### src/rtl/pwrfail_pkg.sv
package pwrfail_pkg;

    typedef enum logic [2:0] {
        PF_NORMAL  = 3'd0,
        PF_PENDING = 3'd1,
        PF_DESEL   = 3'd2,
        PF_BATTERY = 3'd3,
        PF_RECOVER = 3'd4
    } pf_state_e;

    typedef struct packed {
        logic sel;
        logic wr;
        logic irq_pull;
        logic bat;
    } pf_out_s;

    // interrupt line is held low whenever supply is not known good
    function automatic logic pf_irq_active(pf_state_e s);
        return (s == PF_PENDING) || (s == PF_DESEL) || (s == PF_BATTERY);
    endfunction

    // memory access is honoured only in normal operation or before the deselect delay ends
    function automatic logic pf_access_open(pf_state_e s);
        return (s == PF_NORMAL) || (s == PF_PENDING);
    endfunction

    function automatic int pf_max(int a, int b);
        return (a > b) ? a : b;
    endfunction

endpackage

### src/rtl/pf_sync.sv
module pf_sync #(
    parameter int   STAGES  = 2,
    parameter logic RST_VAL = 1'b1
) (
    input  logic clk,
    input  logic rst,
    input  logic d,
    output logic q
);
    logic [STAGES-1:0] chain;

    generate
        for (genvar i = 0; i < STAGES; i++) begin : g_stage
            always_ff @(posedge clk) begin
                if (rst) begin
                    chain[i] <= RST_VAL;
                end else if (i == 0) begin
                    chain[i] <= d;
                end else begin
                    chain[i] <= chain[(i == 0) ? 0 : i-1];
                end
            end
        end
    endgenerate

    assign q = chain[STAGES-1];
endmodule

### src/rtl/pf_seq.sv
module pf_seq
    import pwrfail_pkg::*;
#(
    parameter int DESEL_DLY_US = 25,
    parameter int RECOVER_US   = 1000,
    localparam int CW = $clog2(pf_max(DESEL_DLY_US, RECOVER_US) + 1)
) (
    input  logic          clk,
    input  logic          rst,
    input  logic          ok_s,
    input  logic          main_s,
    input  logic          tick,
    output pf_state_e     state,
    output logic [CW-1:0] cnt
);
    localparam logic [CW-1:0] DLY_LAST = CW'(DESEL_DLY_US - 1);
    localparam logic [CW-1:0] REC_LAST = CW'(RECOVER_US - 1);

    pf_state_e nxt;

    always_comb begin
        nxt = state;
        unique case (state)
            PF_NORMAL: begin
                if (!main_s)    nxt = PF_BATTERY;
                else if (!ok_s) nxt = PF_PENDING;
            end
            PF_PENDING: begin
                if (!main_s)                     nxt = PF_BATTERY;
                else if (ok_s)                   nxt = PF_RECOVER;
                else if (tick && cnt == DLY_LAST) nxt = PF_DESEL;
            end
            PF_DESEL: begin
                if (!main_s)    nxt = PF_BATTERY;
                else if (ok_s)  nxt = PF_RECOVER;
            end
            PF_BATTERY: begin
                if (main_s && ok_s) nxt = PF_RECOVER;
                else if (main_s)    nxt = PF_DESEL;
            end
            PF_RECOVER: begin
                if (!main_s)                      nxt = PF_BATTERY;
                else if (!ok_s)                   nxt = PF_DESEL;
                else if (tick && cnt == REC_LAST) nxt = PF_NORMAL;
            end
            default: nxt = PF_RECOVER;
        endcase
    end

    always_ff @(posedge clk) begin
        if (rst) begin
            state <= PF_RECOVER;
            cnt   <= '0;
        end else begin
            state <= nxt;
            if (nxt != state) begin
                cnt <= '0;
            end else if (tick && (state == PF_PENDING || state == PF_RECOVER)) begin
                cnt <= cnt + 1'b1;
            end
        end
    end
endmodule

### src/rtl/pf_gate.sv
module pf_gate
    import pwrfail_pkg::*;
(
    input  pf_state_e state,
    input  logic      en_lo_n,
    input  logic      en_hi,
    input  logic      wr_req_n,
    output pf_out_s   o
);
    logic decode;

    always_comb begin
        decode     = !en_lo_n && en_hi;
        o.sel      = decode && pf_access_open(state);
        o.wr       = o.sel && !wr_req_n;
        o.irq_pull = pf_irq_active(state);
        o.bat      = (state == PF_BATTERY);
    end
endmodule

### src/rtl/pwrfail_guard.sv
module pwrfail_guard
    import pwrfail_pkg::*;
#(
    parameter int DESEL_DLY_US = 25,
    parameter int RECOVER_US   = 1000,
    parameter int SYNC_STAGES  = 2
) (
    input  logic clk,
    input  logic rst,
    input  logic vcc_ok,
    input  logic vcc_main,
    input  logic us_tick,
    input  logic en_lo_n,
    input  logic en_hi,
    input  logic wr_req_n,
    output logic mem_sel,
    output logic mem_wr,
    output logic irq_pull,
    output logic bat_mode
);
    localparam int CW = $clog2(pf_max(DESEL_DLY_US, RECOVER_US) + 1);

    logic          ok_s;
    logic          main_s;
    pf_state_e     state;
    logic [CW-1:0] cnt;
    pf_out_s       outs;

    pf_sync #(.STAGES(SYNC_STAGES), .RST_VAL(1'b1)) u_sync_ok (
        .clk(clk), .rst(rst), .d(vcc_ok), .q(ok_s)
    );

    pf_sync #(.STAGES(SYNC_STAGES), .RST_VAL(1'b1)) u_sync_main (
        .clk(clk), .rst(rst), .d(vcc_main), .q(main_s)
    );

    pf_seq #(.DESEL_DLY_US(DESEL_DLY_US), .RECOVER_US(RECOVER_US)) u_seq (
        .clk(clk), .rst(rst), .ok_s(ok_s), .main_s(main_s),
        .tick(us_tick), .state(state), .cnt(cnt)
    );

    pf_gate u_gate (
        .state(state), .en_lo_n(en_lo_n), .en_hi(en_hi),
        .wr_req_n(wr_req_n), .o(outs)
    );

    assign mem_sel  = outs.sel;
    assign mem_wr   = outs.wr;
    assign irq_pull = outs.irq_pull;
    assign bat_mode = outs.bat;
endmodule

### config.mk
export PLATFORM = sky130hd
export DESIGN_NAME = pwrfail_guard
export DESIGN_NICKNAME = d
export VERILOG_FILES = /design/src/rtl/pwrfail_pkg.sv /design/src/rtl/pf_sync.sv /design/src/rtl/pf_seq.sv /design/src/rtl/pf_gate.sv /design/src/rtl/pwrfail_guard.sv
export SDC_FILE = /design/constraint.sdc
export NUM_CORES = 1
export LEC_CHECK = 0
export ABC_CLOCK_PERIOD_IN_PS = 2150
export BUFFER_PORTS_ARGS = -buffer_cell sky130_fd_sc_hd__buf_2
export CAP_MARGIN = 5
export CORE_ASPECT_RATIO = 0.8
export CORE_MARGIN = 3
export CORE_UTILIZATION = 27
export DETAILED_ROUTE_END_ITERATION = 10
export PLACE_DENSITY = 0.49
export SYNTH_ARGS = -nofsm -noshare
export SYNTH_HDL_FRONTEND = slang
export SYNTH_SLANG_ARGS = --single-unit
### constraint.sdc
create_clock -name clk -period 2.15 [get_ports clk]
set_input_delay 0.215 -clock clk [delete_from_list [all_inputs] [get_ports clk]]
set_output_delay 0.215 -clock clk [all_outputs]
set_load 0.05 [all_outputs]
==> results.yml, run 1 <==
yosys:
  ys_seq_elements: 17
  netlist_area_um2: 978
  ys_seq_area_share_pct: 34.8
  synth_top_family_by_area: "simple AND/OR/NAND/NOR gates"
  syn_inst: 108
  synthMuxAreaShare_pct: 3.20
  synthesis.nets: 118
  synth_ff_type: "dfxtp_1"
  synthAdderAreaFrac_pct: 2.56
  ys_types: 40
  synth_compound_area_share_pct: 14.7
  avgSynthCellArea_um2: 9.06
  yosys.area_share.simple_pct: 32.1
  synth-edff-count: 0
  synthXorXnorAreaFrac_pct: 7.93
  postSynth.asyncResetShare_pct: 0
  yosys_warnings: 0
placed_design:
  port_buffers: 11
  globalplace.congestion: 0.782
  hpwl_um: 1520
drt:
  drtAntennaViolNets: 0
  drc_errors: 0
  routed_wl_um: 1940
  vias_per_cell: 4.93
  first_pass_iters: 4
  vias: 799
  drt_iter0_markers: 19
  wl_per_cell_um: 12.0
clocking:
  clkTransAtPathRegs_ns: 0.07
  ctsResizeCount: 0
  numCtsBuffers: 3
  hold_buffers: 0
  cts.sinks: 17
  cts-root-buf: "clkbuf_8"
  cts_tree: "yes"
  cts_buffer_depth: 2
  insertion_delay_ns: 0.26
  htree_levels: 1
  postCtsSetupBuffers: 0
layout:
  fill_cells: 335
  areaGrowthSynthToFinish_pct: 17.0
  nets: 133
  multi_input_area_um2: 609
  seqCellArea_um2: 340
  diodes: 0
  drive_gt1_share_pct: 27.0
timing:
  fmax_mhz: 516
  min_period_ns: 1.94
  maxSlewViolCount: 0
  clock-skew-final_ns: 0.00895
  tns_ns: 0
  rsz0062_at_grt: "false"
  tightest_slew_ns: 0.394
  setup_viol: 0
  finalCritPeriodShare_pct: 90.1
  slew_headroom_pct: 73.7
  finalHoldViolCount: 0
critical_path:
  crit_chain: "xnor2_2 -> or4_4 -> or3_1 -> a211oi_2"
  cp_max_fo: 11
  slowest_stage: "or4_4"
  cpPeakStageDelay_ns: 0.58
  crit_type: "reg2reg"
  arrival_ns: 2.11
  worstSetupStartpointType: "register"
  critPathTopFamily: "simple AND/OR/NAND/NOR gates"
  cp_data_required_time_ns: 2.32
  end_kind: "register"
  critPathBufInv: 0
floorplan:
  ioPinCount: 12
  core_area_um2: 3270
  die_h_um: 59.8
  die-area_um2: 4390
  die_x_um: 73.3
  initial_core_util_pct: 30.0
  num_rows: 18
power_and_ir_drop:
  power_density_nw_per_um2: 589
  p_clk_share_pct: 36.2
  seqPwrFrac_pct: 49.6
  peakVddDrop_mv: 0.328
  leakage_nw: 0.436
  p_total_uw: 674
  p_sw_uw: 179
  power_frac_comb_pct: 14.2
  switching_share_pct: 26.5
  p_int_uw: 495
grt:
  grt_pass1_vias: 755
  track_usage_pct: 10.4
  antenna_found_initial: 0
  grt_pass1_wl_um: 3420
  grt_max_degree: 12
  grt_overflow: 0
job:
  drv_cap: 0
min_path:
  hold_path.class: "in2reg"
outcome:
  status: "completed"
==> stage by stage <==
stage | util, % | instances | area (um2) | hold WS [ns] | setup slack (ns)
floorplan | - | 108 | 996 | 0.284 | 0.187
global placement | 33.6 | 158 | 1100 | 0.394 | 0.296
detailed placement | 33.6 | 158 | 1100 | 0.397 | 0.250
CTS | 35.1 | 162 | 1140 | 0.130 | 0.205
global route | 35.1 | 162 | 1140 | 0.141 | 0.122
finish | 35.1 | 162 | 1140 | 0.133 | 0.213
==> power groups by stage <==
| stage | Combinational, mW | Clock [mW] | Sequential [mW] |
|---|---|---|---|
| after floorplan | 0.0743 | 0 | 0.337 |
| after global placement | 0.0951 | 0 | 0.341 |
| after detailed placement | 0.0969 | 0 | 0.342 |
| after CTS | 0.0971 | 0.254 | 0.334 |
| after global routing | 0.107 | 0.263 | 0.336 |
| final | 0.0955 | 0.244 | 0.334 |
==> logic make-up after synthesis <==
| logic type | count (synthesis) |
|---|---|
| flip-flops | 17 |
| XOR/XNOR | 8 |
| adder cells (fa/ha/maj) | 2 |
| AND/OR/NAND/NOR | 55 |
| multiplexers | 3 |
| AO/OA/AOI/OAI | 14 |
| buffers and inverters | 9 |
==> layer usage <==
metal | track usage (%) | wire length, um | up-vias
li1 | - | - | 418
met1 | 13.3 | 925 | 370
met5 | 0 | 0 | -
met4 | 4.65 | 40 | 0
met3 | 3.53 | 57 | 4
met2 | 15.9 | 918 | 7
==> final timing paths <==
path / endpoint / cells past startpoint / slack, ns / startpoint
worst max-delay path: u_seq.cnt[7]$_SDFFE_PP0P_ / 4 / 0.21 / u_seq.state[0]$_SDFF_PP0_
worst min-delay path: u_sync_ok.chain[0]$_SDFF_PP1_ / 2 / 0.13 / vcc_ok
worst max register to register: u_seq.cnt[7]$_SDFFE_PP0P_ / 4 / 0.21 / u_seq.state[0]$_SDFF_PP0_
worst min register to register: u_sync_ok.q$_SDFF_PP1_ / 1 / 0.41 / u_sync_ok.chain[0]$_SDFF_PP1_
==> worst reg2reg max path, delay by kind of cell (launching register included) <==
family                    cells  cell delay [ns]
AOI/OAI and AO/OA             1             0.22
and+or+nand+nor               2             0.92
DFF                           1             0.53
xor gates and xnor gates      1             0.19
==> cell usage after synthesis (2+ instances only) <==
cell / instances / area share (%)
ha_1: 2 / 2.6
nand4_1: 3 / 1.9
nor4_1: 4 / 2.6
nor3_1: 11 / 5.6
and4_1: 2 / 1.8
inv_1: 5 / 1.9
nand2b_1: 2 / 1.3
o21ai_0: 4 / 2.0
nor2_1: 9 / 3.5
nand3_1: 3 / 1.5
dfxtp_1: 17 / 35
nand2_1: 6 / 2.3
mux2i_1: 2 / 2.0
nor4b_1: 2 / 1.8
or2_2: 5 / 3.2
xnor2_1: 7 / 6.3
==> placed cells by master (no fill, tap or decap), types with 2 or more instances in the layout <==
cell and n:
mux2i_1 2, nand3_1 3, clkbuf_8 3, nor3_1 11, and4_1 2, ha_1 2
or2_2 5, buf_2 11, nor2_1 9, nor4_1 4, nand2b_1 2, o21ai_0 4
inv_1 5, nand2_1 6, dfxtp_1 17, xnor2_1 7, nand4_1 3, buf_4 3
==> state kept, by name (all words and copies together) (netlist names) <==
name	cells
u_seq.cnt	10
u_seq.state	3
u_sync_main.chain	1
u_sync_main.q	1
u_sync_ok.chain	1
u_sync_ok.q	1
==> layout make-up <==
type / instances / share of cell area, %
clock inverter: 1 / 0.656
clock buffer: 3 / 3.61
sequential: 17 / 29.7
inverter: 5 / 1.64
multi-input combinational: 82 / 53.2
tap: 40 / 4.37
timing repair buffer: 14 / 6.78
Power figures use the tool's default switching activity.
==> run 2, diff against run 1 <==
Settings changed: ABC_AREA set to 1, BUFFER_PORTS_ARGS -buffer_cell sky130_fd_sc_hd__buf_2 to unset, DONT_BUFFER_PORTS set to 1, PLACE_DENSITY 0.49 to 0.46, SYNTH_HIERARCHICAL set to 1.
==> run 2 against run 1 <==
Cell area increased by 3.0%. Utilization is 2.2 points lower. First-iteration DRC count increased to 4.3 times the previous value. Register-to-register slack improved by 0.23 ns. Sequential power increased by 4%. Maximum frequency up 14%. Clock skew fell by 0.0047 ns. Sequential cell count unchanged. Sequential share of layout area decreased by 0.85 points. Largest power group unchanged. Die area is 6.8% higher. Via count up 15%. Highest routed layer unchanged.
==> results.yml, run 2 <==
timing:
  finalHoldViolCount: 0
  setup_viol: 0
  fmax_mhz: 586
  tightest_slew_ns: 0.547
  maxSlewViolCount: 0
  rsz0062_at_grt: "false"
  min_period_ns: 1.71
  slew_headroom_pct: 63.5
  tns_ns: 0
  finalCritPeriodShare_pct: 79.3
  clock-skew-final_ns: 0.00424
yosys:
  synthXorXnorAreaFrac_pct: 7.49
  netlist_area_um2: 1050
  synth-edff-count: 0
  ys_seq_area_share_pct: 32.3
  ys_seq_elements: 17
  yosys.area_share.simple_pct: 39.5
  synth_top_area_share_pct: 32.3
  yosys-top-cells-count: "nand2_1, inv_1, nor2_1"
  yosys_warnings: 6
  yosysMostFrequentCell: "nand2_1"
  synthesis.nets: 166
  synthAdderAreaFrac_pct: 2.38
  ys_types: 27
  synth_area_leaders: "dfxtp_1, nand2_1, inv_1"
  synth_area_leader_cell: "dfxtp_1"
  avgSynthCellArea_um2: 6.75
  synth_top_family_by_area: "simple AND/OR/NAND/NOR gates"
  synth_ff_type: "dfxtp_1"
  postSynth.asyncResetShare_pct: 0
  syn_inst: 156
  synthMuxAreaShare_pct: 0.951
  synth_compound_area_share_pct: 7.37
placed_design:
  place_area_um2: 1130
  dp.cells: 210
  hpwl_um: 1700
  port_buffers: 0
  globalplace.congestion: 0.900
grt:
  antenna_found_initial: 0
  grt_max_degree: 11
  grt_overflow: 0
  grt_pass1_wl_um: 3560
  track_usage_pct: 10.0
  grt_pass1_vias: 778
floorplan:
  core_area_um2: 3590
  die_h_um: 61.8
  die-area_um2: 4690
  ioPinCount: 12
  num_rows: 19
  die_x_um: 75.8
  initial_core_util_pct: 29.3
layout:
  nets: 173
  largest_reg_flops: 10
  layout.cells.non_filler: 214
  fill_cells: 379
  mostFrequentLayoutCells: "nand2_1, inv_1, nor2_1"
  seqCellArea_um2: 340
  diodes: 0
  areaGrowthSynthToFinish_pct: 12.0
  fin_area_um2: 1180
  multi_input_area_um2: 607
  final_common_cell: "nand2_1"
  reg_top3: "u_seq/cnt: 10 flops, u_seq/state: 3 flops"
  drive_gt1_share_pct: 16.7
  regMostFlops: "u_seq/cnt"
critical_path:
  cp_max_fo: 10
  cp_data_required_time_ns: 2.33
  crit_type: "reg2reg"
  rrSetupSlack_ns: 0.44
  slowest_stage: "dfxtp_1"
  path_common_cell: "nand2_1"
  r2r_end: "u_seq/cnt[9]$_SDFFE_PP0P_"
  arrival_ns: 1.89
  worstSetupStartpointType: "register"
  cpPeakStageDelay_ns: 0.32
  crit_chain: "inv_1 -> ha_1 -> nand2_1 -> inv_1 -> nand2_1 -> o21bai_1 -> nand2_1 -> nand2_1 -> nand2_1 -> nand2_1 -> nand2_1 -> nand2_1 -> nand3_4 -> nor2_1"
  end_kind: "register"
  timing.rr.start: "u_seq/cnt[0]$_SDFFE_PP0P_"
  r2r_cells: 14
clocking:
  clkTransAtPathRegs_ns: 0.07
  cts_tree: "yes"
  postCtsSetupBuffers: 0
  ctsResizeCount: 0
  htree_levels: 1
  cts.sinks: 17
  hold_buffers: 0
  cts_buffer_depth: 2
  insertion_delay_ns: 0.25
  numCtsBuffers: 3
  cts-root-buf: "clkbuf_8"
min_path:
  worst_hold_path.endpoint: "u_seq/state[1]$_SDFF_PP0_"
  hold_path.class: "in2reg"
  worstHoldStart: "rst"
  holdPathStages: 1
job:
  drv_cap: 0
drt:
  drc_errors: 0
  vias_per_cell: 4.30
  wl_per_cell_um: 9.91
  drt_iter0_markers: 81
  vias: 921
  routed_wl_um: 2120
  first_pass_iters: 4
  drtAntennaViolNets: 0
outcome:
  status: "completed"
power_and_ir_drop:
  leakage_nw: 0.539
  power_density_nw_per_um2: 646
  peakVddDrop_mv: 0.316
  p_total_uw: 762
-- run 2: changes by cell type in the layout (fill, tap and decap cells not counted), sizes merged, moves of 6 or more --
cell   delta
buf      -12
inv      +23
nand2    +32
nand3    +12
nor2     +17
nor3      -8
xnor2     -6
xor2      +7
-- run 2: cell type report --
type	instances	area share, %
inverter	28	8.92
multi-input combinational	111	51.5
clock buffer	3	3.50
timing repair buffer	2	1.27
clock inverter	1	0.425
sequential	17	28.9
tap	52	5.52
-- run 2: critical path, delay by kind of cell (launching register included) --
kind	cells	cell delay, ns
AO/OA/AOI/OAI	1	0.19
buffers and inverters	2	0.18
adder cells (fa/ha/maj)	1	0.16
AND/OR/NAND/NOR	10	0.81
flip-flops	1	0.32
-- run 2: worst max-delay path by stage --
stage / startpoint / endpoint / slack, ns / cells after the start
3_5_place_dp: u_seq/cnt[0]$_SDFFE_PP0P_ / u_seq/cnt[2]$_SDFFE_PP0P_ / 0.45 / 14
4_1_cts: u_seq/cnt[0]$_SDFFE_PP0P_ / u_seq/cnt[9]$_SDFFE_PP0P_ / 0.44 / 14
2_1_floorplan: u_seq/state[1]$_SDFF_PP0_ / bat_mode / 0.35 / 2
5_1_grt: u_seq/cnt[0]$_SDFFE_PP0P_ / u_seq/cnt[1]$_SDFFE_PP0P_ / 0.24 / 14
3_3_place_gp: u_seq/state[0]$_SDFF_PP0_ / u_seq/cnt[1]$_SDFFE_PP0P_ / 0.46 / 10
6_report: u_seq/cnt[0]$_SDFFE_PP0P_ / u_seq/cnt[9]$_SDFFE_PP0P_ / 0.44 / 14
-- run 2: cell families after synthesis --
group	Yosys count
multiplexers	1
AND/OR/NAND/NOR	87
adder cells (fa/ha/maj)	2
AO/OA/AOI/OAI	12
buffers and inverters	28
XOR/XNOR	9
flip-flops	17
-- run 2: metrics by stage --
step	setup slack (ns)	hold WS (ns)	utilization (%)
2_1_floorplan	0.354	0.284	-
3_3_place_gp	0.462	0.289	31.5
3_5_place_dp	0.453	0.293	31.5
4_1_cts	0.445	0.0176	32.8
5_1_grt	0.242	0.00733	32.8
6_report	0.444	0.0276	32.8
-- run 2: report_power, final --
| part | internal [mW] | total (mW) | switching, mW |
|---|---|---|---|
| sequential | 0.330 | 0.348 | 0.0188 |
| combinational | 0.0587 | 0.180 | 0.121 |
| clock | 0.128 | 0.234 | 0.105 |
| total | 0.517 | 0.762 | 0.245 |
-- run 2: per-layer routing --
metal	up-vias	routed length [um]	GRT usage [%]	part of all wire, %
li1	496	-	-	-
met1	393	1150	15.8	54
met2	30	810	12.7	38
met3	2	143	3.05	6.7
met4	0	12	2.99	0.57
met5	-	0	0	0
